[src/rtl/desc_pkg.sv]
package desc_pkg;

   typedef logic [1:0] bit_pair_t;
   typedef logic [1:0] bit_cnt_t;

   localparam int unsigned LANES = 2;

   // tap masks for the timer LFSR, feedback = parity(state & mask), shift left
   function automatic logic [23:0] timer_taps(input int unsigned w);
      logic [23:0] m;
      case (w)
         16:      m = 24'h00B400;
         20:      m = 24'h090000;
         default: m = 24'hE10000;
      endcase
      return m;
   endfunction

endpackage

[src/rtl/desc_keystream.sv]
module desc_keystream
   import desc_pkg::*;
#(
   parameter int unsigned KS_W   = 11,
   parameter int unsigned KS_TAP = 9
) (
   input  logic      clk,
   input  logic      rst_n,
   input  logic      locked,
   input  bit_pair_t cin,
   input  bit_cnt_t  cnt,
   output bit_pair_t plain,
   output bit_pair_t out_bits,
   output bit_cnt_t  out_cnt
);

   if (KS_TAP < 1 || KS_TAP >= KS_W) begin : g_bad_tap
      $error("desc_keystream: KS_TAP must lie in 1..KS_W-1");
   end

   logic [KS_W-1:0] st_q;
   logic [KS_W-1:0] chain [0:LANES];
   logic [LANES-1:0] use_b;

   assign use_b    = {cnt[1], |cnt};
   assign chain[0] = st_q;

   for (genvar i = 0; i < LANES; i++) begin : g_lane
      logic kbit;
      assign kbit     = chain[i][KS_W-1] ^ chain[i][KS_TAP-1];
      assign plain[i] = use_b[i] & (cin[i] ^ kbit);
      assign chain[i+1] = use_b[i] ?
         {chain[i][KS_W-2:0], (locked ? kbit : ~cin[i])} : chain[i];
   end

   always_ff @(posedge clk or negedge rst_n) begin
      if (!rst_n) begin
         st_q     <= '1;
         out_bits <= '0;
         out_cnt  <= '0;
      end else begin
         st_q     <= chain[LANES];
         out_bits <= plain;
         out_cnt  <= cnt;
      end
   end

endmodule

[src/rtl/desc_idle_run.sv]
module desc_idle_run
   import desc_pkg::*;
#(
   parameter int unsigned IW  = 6,
   parameter int unsigned RUN = 30
) (
   input  logic      clk,
   input  logic      rst_n,
   input  logic      clear,
   input  bit_pair_t plain,
   input  bit_cnt_t  cnt,
   output logic      run_ok
);

   localparam logic [IW-1:0] MAXV = '1;
   localparam logic [IW-1:0] RUNV = IW'(RUN);

   if (RUN < 1 || RUN > (2**IW) - 2) begin : g_bad_run
      $error("desc_idle_run: RUN must fit below the counter ceiling");
   end

   logic [IW-1:0] run_q, n0, n1;

   function automatic logic [IW-1:0] bump(input logic [IW-1:0] v, input logic b);
      if (!b)        return '0;
      if (v == MAXV) return v;
      return v + 1'b1;
   endfunction

   always_comb begin
      n0 = (|cnt)  ? bump(run_q, plain[0]) : run_q;
      n1 = cnt[1]  ? bump(n0, plain[1])    : n0;
   end

   always_ff @(posedge clk or negedge rst_n) begin
      if (!rst_n)     run_q <= '0;
      else if (clear) run_q <= '0;
      else            run_q <= n1;
   end

   assign run_ok = (run_q >= RUNV);

endmodule

[src/rtl/desc_unlock_timer.sv]
module desc_unlock_timer
   import desc_pkg::*;
#(
   parameter int unsigned TW       = 16,
   parameter int unsigned N_NORM   = 45125,
   parameter int unsigned N_SHORT  = 625
) (
   input  logic clk,
   input  logic rst_n,
   input  logic reload,
   input  logic short_sel,
   output logic expired
);

   if (TW != 16 && TW != 20 && TW != 24) begin : g_bad_tw
      $error("desc_unlock_timer: TW must be 16, 20 or 24");
   end
   if (N_SHORT >= N_NORM || N_NORM >= (2**TW) - 1) begin : g_bad_n
      $error("desc_unlock_timer: windows must be ordered and below the LFSR period");
   end

   localparam logic [23:0]   TAPS_ALL = timer_taps(TW);
   localparam logic [TW-1:0] TAPS     = TAPS_ALL[TW-1:0];
   localparam logic [TW-1:0] SEED     = '1;

   function automatic logic [TW-1:0] step_f(input logic [TW-1:0] v);
      return {v[TW-2:0], ^(v & TAPS)};
   endfunction

   function automatic logic [TW-1:0] apply_f(input logic [TW*TW-1:0] m,
                                             input logic [TW-1:0]    v);
      logic [TW-1:0] r;
      r = '0;
      for (int j = 0; j < TW; j++)
         if (v[j]) r = r ^ m[j*TW +: TW];
      return r;
   endfunction

   // state after n steps from s, via repeated squaring of the step matrix
   function automatic logic [TW-1:0] jump_f(input logic [TW-1:0] s,
                                            input int unsigned   n);
      logic [TW*TW-1:0] p, q;
      logic [TW-1:0]    e, v;
      v = s;
      for (int j = 0; j < TW; j++) begin
         e    = '0;
         e[j] = 1'b1;
         p[j*TW +: TW] = step_f(e);
      end
      for (int b = 0; b < 32; b++) begin
         if (((n >> b) & 1) != 0) v = apply_f(p, v);
         for (int j = 0; j < TW; j++) q[j*TW +: TW] = apply_f(p, p[j*TW +: TW]);
         p = q;
      end
      return v;
   endfunction

   localparam logic [TW-1:0] TERM_NORM  = jump_f(SEED, N_NORM);
   localparam logic [TW-1:0] TERM_SHORT = jump_f(SEED, N_SHORT);

   logic [TW-1:0] t_q;
   logic [TW-1:0] term;

   assign term    = short_sel ? TERM_SHORT : TERM_NORM;
   assign expired = !reload && (t_q == term);

   always_ff @(posedge clk or negedge rst_n) begin
      if (!rst_n)      t_q <= SEED;
      else if (reload) t_q <= SEED;
      else             t_q <= step_f(t_q);
   end

endmodule

[src/rtl/idle_lock_descrambler.sv]
module idle_lock_descrambler
   import desc_pkg::*;
#(
   parameter int unsigned KS_W     = 11,
   parameter int unsigned KS_TAP   = 9,
   parameter int unsigned IDLE_W   = 6,
   parameter int unsigned IDLE_RUN = 30,
   parameter int unsigned TMR_W    = 16,
   parameter int unsigned CLK_MHZ  = 125,
   parameter int unsigned HOLD_US  = 361,
   parameter int unsigned TEST_US  = 5
) (
   input  logic       clk,
   input  logic       rst_n,
   input  logic [1:0] scr_bits,
   input  logic [1:0] scr_cnt,
   input  logic       sig_ok,
   input  logic       short_timeout,
   output logic [1:0] dsc_bits,
   output logic [1:0] dsc_cnt,
   output logic       locked
);

   localparam int unsigned N_NORM  = CLK_MHZ * HOLD_US;
   localparam int unsigned N_SHORT = CLK_MHZ * TEST_US;

   bit_pair_t plain;
   logic      run_ok;
   logic      tmr_exp;

   desc_keystream #(.KS_W(KS_W), .KS_TAP(KS_TAP)) i_ks (
      .clk      (clk),
      .rst_n    (rst_n),
      .locked   (locked),
      .cin      (scr_bits),
      .cnt      (scr_cnt),
      .plain    (plain),
      .out_bits (dsc_bits),
      .out_cnt  (dsc_cnt)
   );

   desc_idle_run #(.IW(IDLE_W), .RUN(IDLE_RUN)) i_run (
      .clk    (clk),
      .rst_n  (rst_n),
      .clear  (!sig_ok),
      .plain  (plain),
      .cnt    (scr_cnt),
      .run_ok (run_ok)
   );

   desc_unlock_timer #(.TW(TMR_W), .N_NORM(N_NORM), .N_SHORT(N_SHORT)) i_tmr (
      .clk       (clk),
      .rst_n     (rst_n),
      .reload    (!locked || run_ok),
      .short_sel (short_timeout),
      .expired   (tmr_exp)
   );

   always_ff @(posedge clk or negedge rst_n) begin
      if (!rst_n)                 locked <= 1'b0;
      else if (!sig_ok)           locked <= 1'b0;
      else if (!locked && run_ok) locked <= 1'b1;
      else if (tmr_exp)           locked <= 1'b0;
   end

endmodule

[config.mk]
export PLATFORM = sky130hd
export DESIGN_NAME = idle_lock_descrambler
export DESIGN_NICKNAME = d
export VERILOG_FILES = /design/src/rtl/desc_pkg.sv /design/src/rtl/desc_keystream.sv /design/src/rtl/desc_idle_run.sv /design/src/rtl/desc_unlock_timer.sv /design/src/rtl/idle_lock_descrambler.sv
export SDC_FILE = /design/constraint.sdc
export NUM_CORES = 1
export LEC_CHECK = 0
export ABC_AREA = 1
export CORE_ASPECT_RATIO = 0.9
export CORE_MARGIN = 8
export CORE_UTILIZATION = 50
export DETAILED_ROUTE_END_ITERATION = 10
export DONT_BUFFER_PORTS = 1
export HOLD_SLACK_MARGIN = 0.15
export MAX_ROUTING_LAYER = met4
export SYNTH_ARGS = -nofsm -noshare
export SYNTH_HDL_FRONTEND = slang
export SYNTH_HIERARCHICAL = 1
export SYNTH_SLANG_ARGS = --single-unit
[constraint.sdc]
create_clock -name clk -period 4.6 [get_ports clk]
set_input_delay 0.92 -clock clk [delete_from_list [all_inputs] [get_ports clk]]
set_output_delay 0.92 -clock clk [all_outputs]
set_load 0.005 [all_outputs]
==> impl_metrics.yaml <==
global_routing:
  grt_max_degree: 39
  grt.overflow.total: 0
  grt_pass1_vias: 1657
  antenna_found_initial: 0
  grt_use_met2_pct: 21.5
  grtUsageMet3_pct: 3.95
  grt_use_met1_pct: 18.7
  grt_pass1_wl_um: 7550
  grt_usage_pct: 14.3
  grt.busiest_layer: "met2"
run:
  maxCapViolations: 0
logic_synthesis:
  ys_top_cells_by_area: "dfstp_2, dfrtp_1, nand2_1"
  synth_top_area_share_pct: 32.8
  async_reset_ff_share_pct: 100
  ys_dominant_reg_cell: "dfstp_2"
  ys_warn_count: 6
  yosys.area.top_type: "dfstp_2"
  synth_edf_count: 0
  syn_area_per_cell_um2: 7.83
  ys_seq_elements: 38
  ys_types: 34
  syn_inst: 276
  synthesis.area_mm2: 0.00216
  seq_area_frac_synth_pct: 45.5
  synth_nets: 287
clocking:
  clockBufferDepth: 2
  numCtsBuffers: 5
  postCtsSetupRepairBufs: 0
  cts_tree: "yes"
  cts_resized: 0
  cts_sinks: 38
  ctsHtreeMaxLevel: 2
  clk_pin_slew_ns: 0.08
  cts_root_buf: "clkbuf_8"
  clk_latency_ns: 0.28
  cts_hold_buf: 0
drt:
  dr.first_iter.drc_count: 93
  finalWirelength_um: 4330
  drc: 0
  viasPerCell: 5.15
  final_antenna_net_count: 0
  first_pass_iters: 4
  routedWlPerCell_um: 13.1
  vias: 1699
sta:
  hold_viol_final: 0
  maxSlewViolCount: 0
  slew_headroom_pct: 75.1
  finalSetupTns_ns: 0
  skew_ns: 0.00762
  post-route-period-util_pct: 52.3
  fin_ws_ns: 2.19
  period_needed_ns: 2.41
  final-setup-viol-count: 0
  rsz0062_at_grt: "false"
  fmax_ghz: 0.415
  worstMarginPinSlew_ns: 0.371
cells_and_area:
  finalNetCount: 292
  final_area_mm2: 0.00228
  drive_gt1_share_pct: 24.8
  area_growth_pct: 5.44
  num_antenna_cells: 0
setup_path:
  rrSetupSlack_ns: 2.19
  required_ns: 4.81
  crit_type: "reg2reg"
  crit_path_max_fanout: 4
  cp-end-kind: "register"
  critPathArrivalTime_ns: 2.61
  startpoint_type: "register"
floorplanning:
  initial_core_util_pct: 52.4
  dieArea_mm2: 0.00669
  core-area_mm2: 0.00413
  die_width_um: 85.3
  num_rows: 22
  die_h_um: 78.4
  ios: 13
place:
  detailed_place_hpwl_um: 3230
  post-place-ws_ns: 2.06
  numPortBuffers: 0
  gp_congestion: 0.839
  placed_cell_area_mm2: 0.00220
pwr:
  vdd_drop_max_mv: 0.214
  powerDensity_mw_per_mm2: 317
  total_power_uw: 724
  leakagePower_uw: 0.00112
min_path:
  hold_path_class: "in2async"
status:
  status: "complete, no violations"
==> layer usage <==
| metal | part of all wire (%) | routed length (um) |
|---|---|---|
| met5 | 0 | 0 |
| met4 | 0.88 | 38 |
| met3 | 5.1 | 220 |
| met2 | 44 | 1900 |
| met1 | 50 | 2170 |
==> metrics by stage <==
stage / util [%] / std cells / hold WS, ns
floorplan: - / 276 / 0.453
global placement: 53.2 / 322 / 0.461
detailed placement: 53.2 / 322 / 0.463
CTS: 55.2 / 330 / 0.316
global route: 55.2 / 330 / 0.304
finish: 55.2 / 330 / 0.323
==> synth_stat cells (4+ instances only) <==
master and instances:
nand2_1 67, inv_1 40, nor2_1 36, dfstp_2 27
nand3_1 16, nand2_2 12, dfrtp_1 11, o21ai_0 9
a21oi_1 7, or2_2 6, nor2_2 5, nand3_2 4
o22ai_1 4
==> report_power, final <==
part,switching (uW),internal [uW]
sequential,20.3,371
combinational,71.9,40.6
clock,112,108
total,204,519
==> path summary, 6_finish.rpt <==
kind                               from         endpoint  cells past startpoint
setup / recovery           i_ks/st_q[8]   i_run/run_q[0]                     12
hold / removal                    rst_n  i_ks/out_cnt[0]                      0
setup reg to reg           i_ks/st_q[8]   i_run/run_q[0]                     12
hold reg to reg            i_tmr/t_q[7]     i_tmr/t_q[8]                      2
max in group asynchronous         rst_n     i_ks/st_q[7]                      0
min in group clk           i_tmr/t_q[7]     i_tmr/t_q[8]                      2
==> placed cells by master (no fill, tap or decap) <==
cell type	synthesis	final
a21boi_0	1	1
a21boi_1	1	1
a21oi_1	7	7
a21oi_2	1	1
a221oi_1	3	3
a22oi_1	1	1
a31oi_1	1	1
clkbuf_1	0	2
clkbuf_8	1	5
clkinv_1	1	1
dfrtp_1	11	11
dfstp_2	27	27
ha_1	3	3
inv_1	40	40
inv_2	3	3
inv_4	0	1
nand2_1	67	67
nand2_2	12	12
nand2_4	1	1
nand2b_1	1	1
nand3_1	16	16
nand3_2	4	4
nand4_1	1	1
nor2_1	36	36
nor2_2	5	5
nor2_4	3	3
o21ai_0	9	9
o21ai_2	2	2
o21bai_1	2	2
o22ai_1	4	4
o31ai_1	1	1
or2_1	1	1
or2_2	6	6
xnor2_1	2	2
xor2_1	1	1
==> cells by family (layout without fill, tap and decap cells) <==
group | Yosys count | after routing | share of synthesized area, %
adders and majority gates | 3 | 3 | 1.74
AOI/OAI and AO/OA | 33 | 33 | 9.66
xor gates and xnor gates | 3 | 3 | 1.22
and+or+nand+nor | 153 | 153 | 33.0
buffers and inverters | 46 | 52 | 8.80
DFF | 38 | 38 | 45.5
==> state kept, by name (all words and copies together), names as in the netlist <==
signal and cells:
i_run/run_q 6, i_ks/out_bits 2, i_ks/st_q 11, locked 1, i_tmr/t_q 16, i_ks/out_cnt 2
==> critical path: stages, from the launching register on <==
cell     delay, ns
dfstp_2       0.57
xor2_1        0.29
nor2_1        0.07
nor2_1        0.23
nor2_1        0.11
a21oi_1       0.26
ha_1          0.24
nand3_2       0.11
nor2_4        0.12
nand2_2       0.08
nand3_1       0.07
nand2_1       0.05
nor2_1        0.13
==> final cells by class <==
cell class                      count  area [um^2]
Fill cell                         388         1850
Clock buffer                        7         76.3
Tap cell                           48         60.1
Multi-Input combinational cell    192          987
Inverter                           44          165
Sequential cell                    38          985
Clock inverter                      1         6.26
Power figures use the tool's default switching activity.
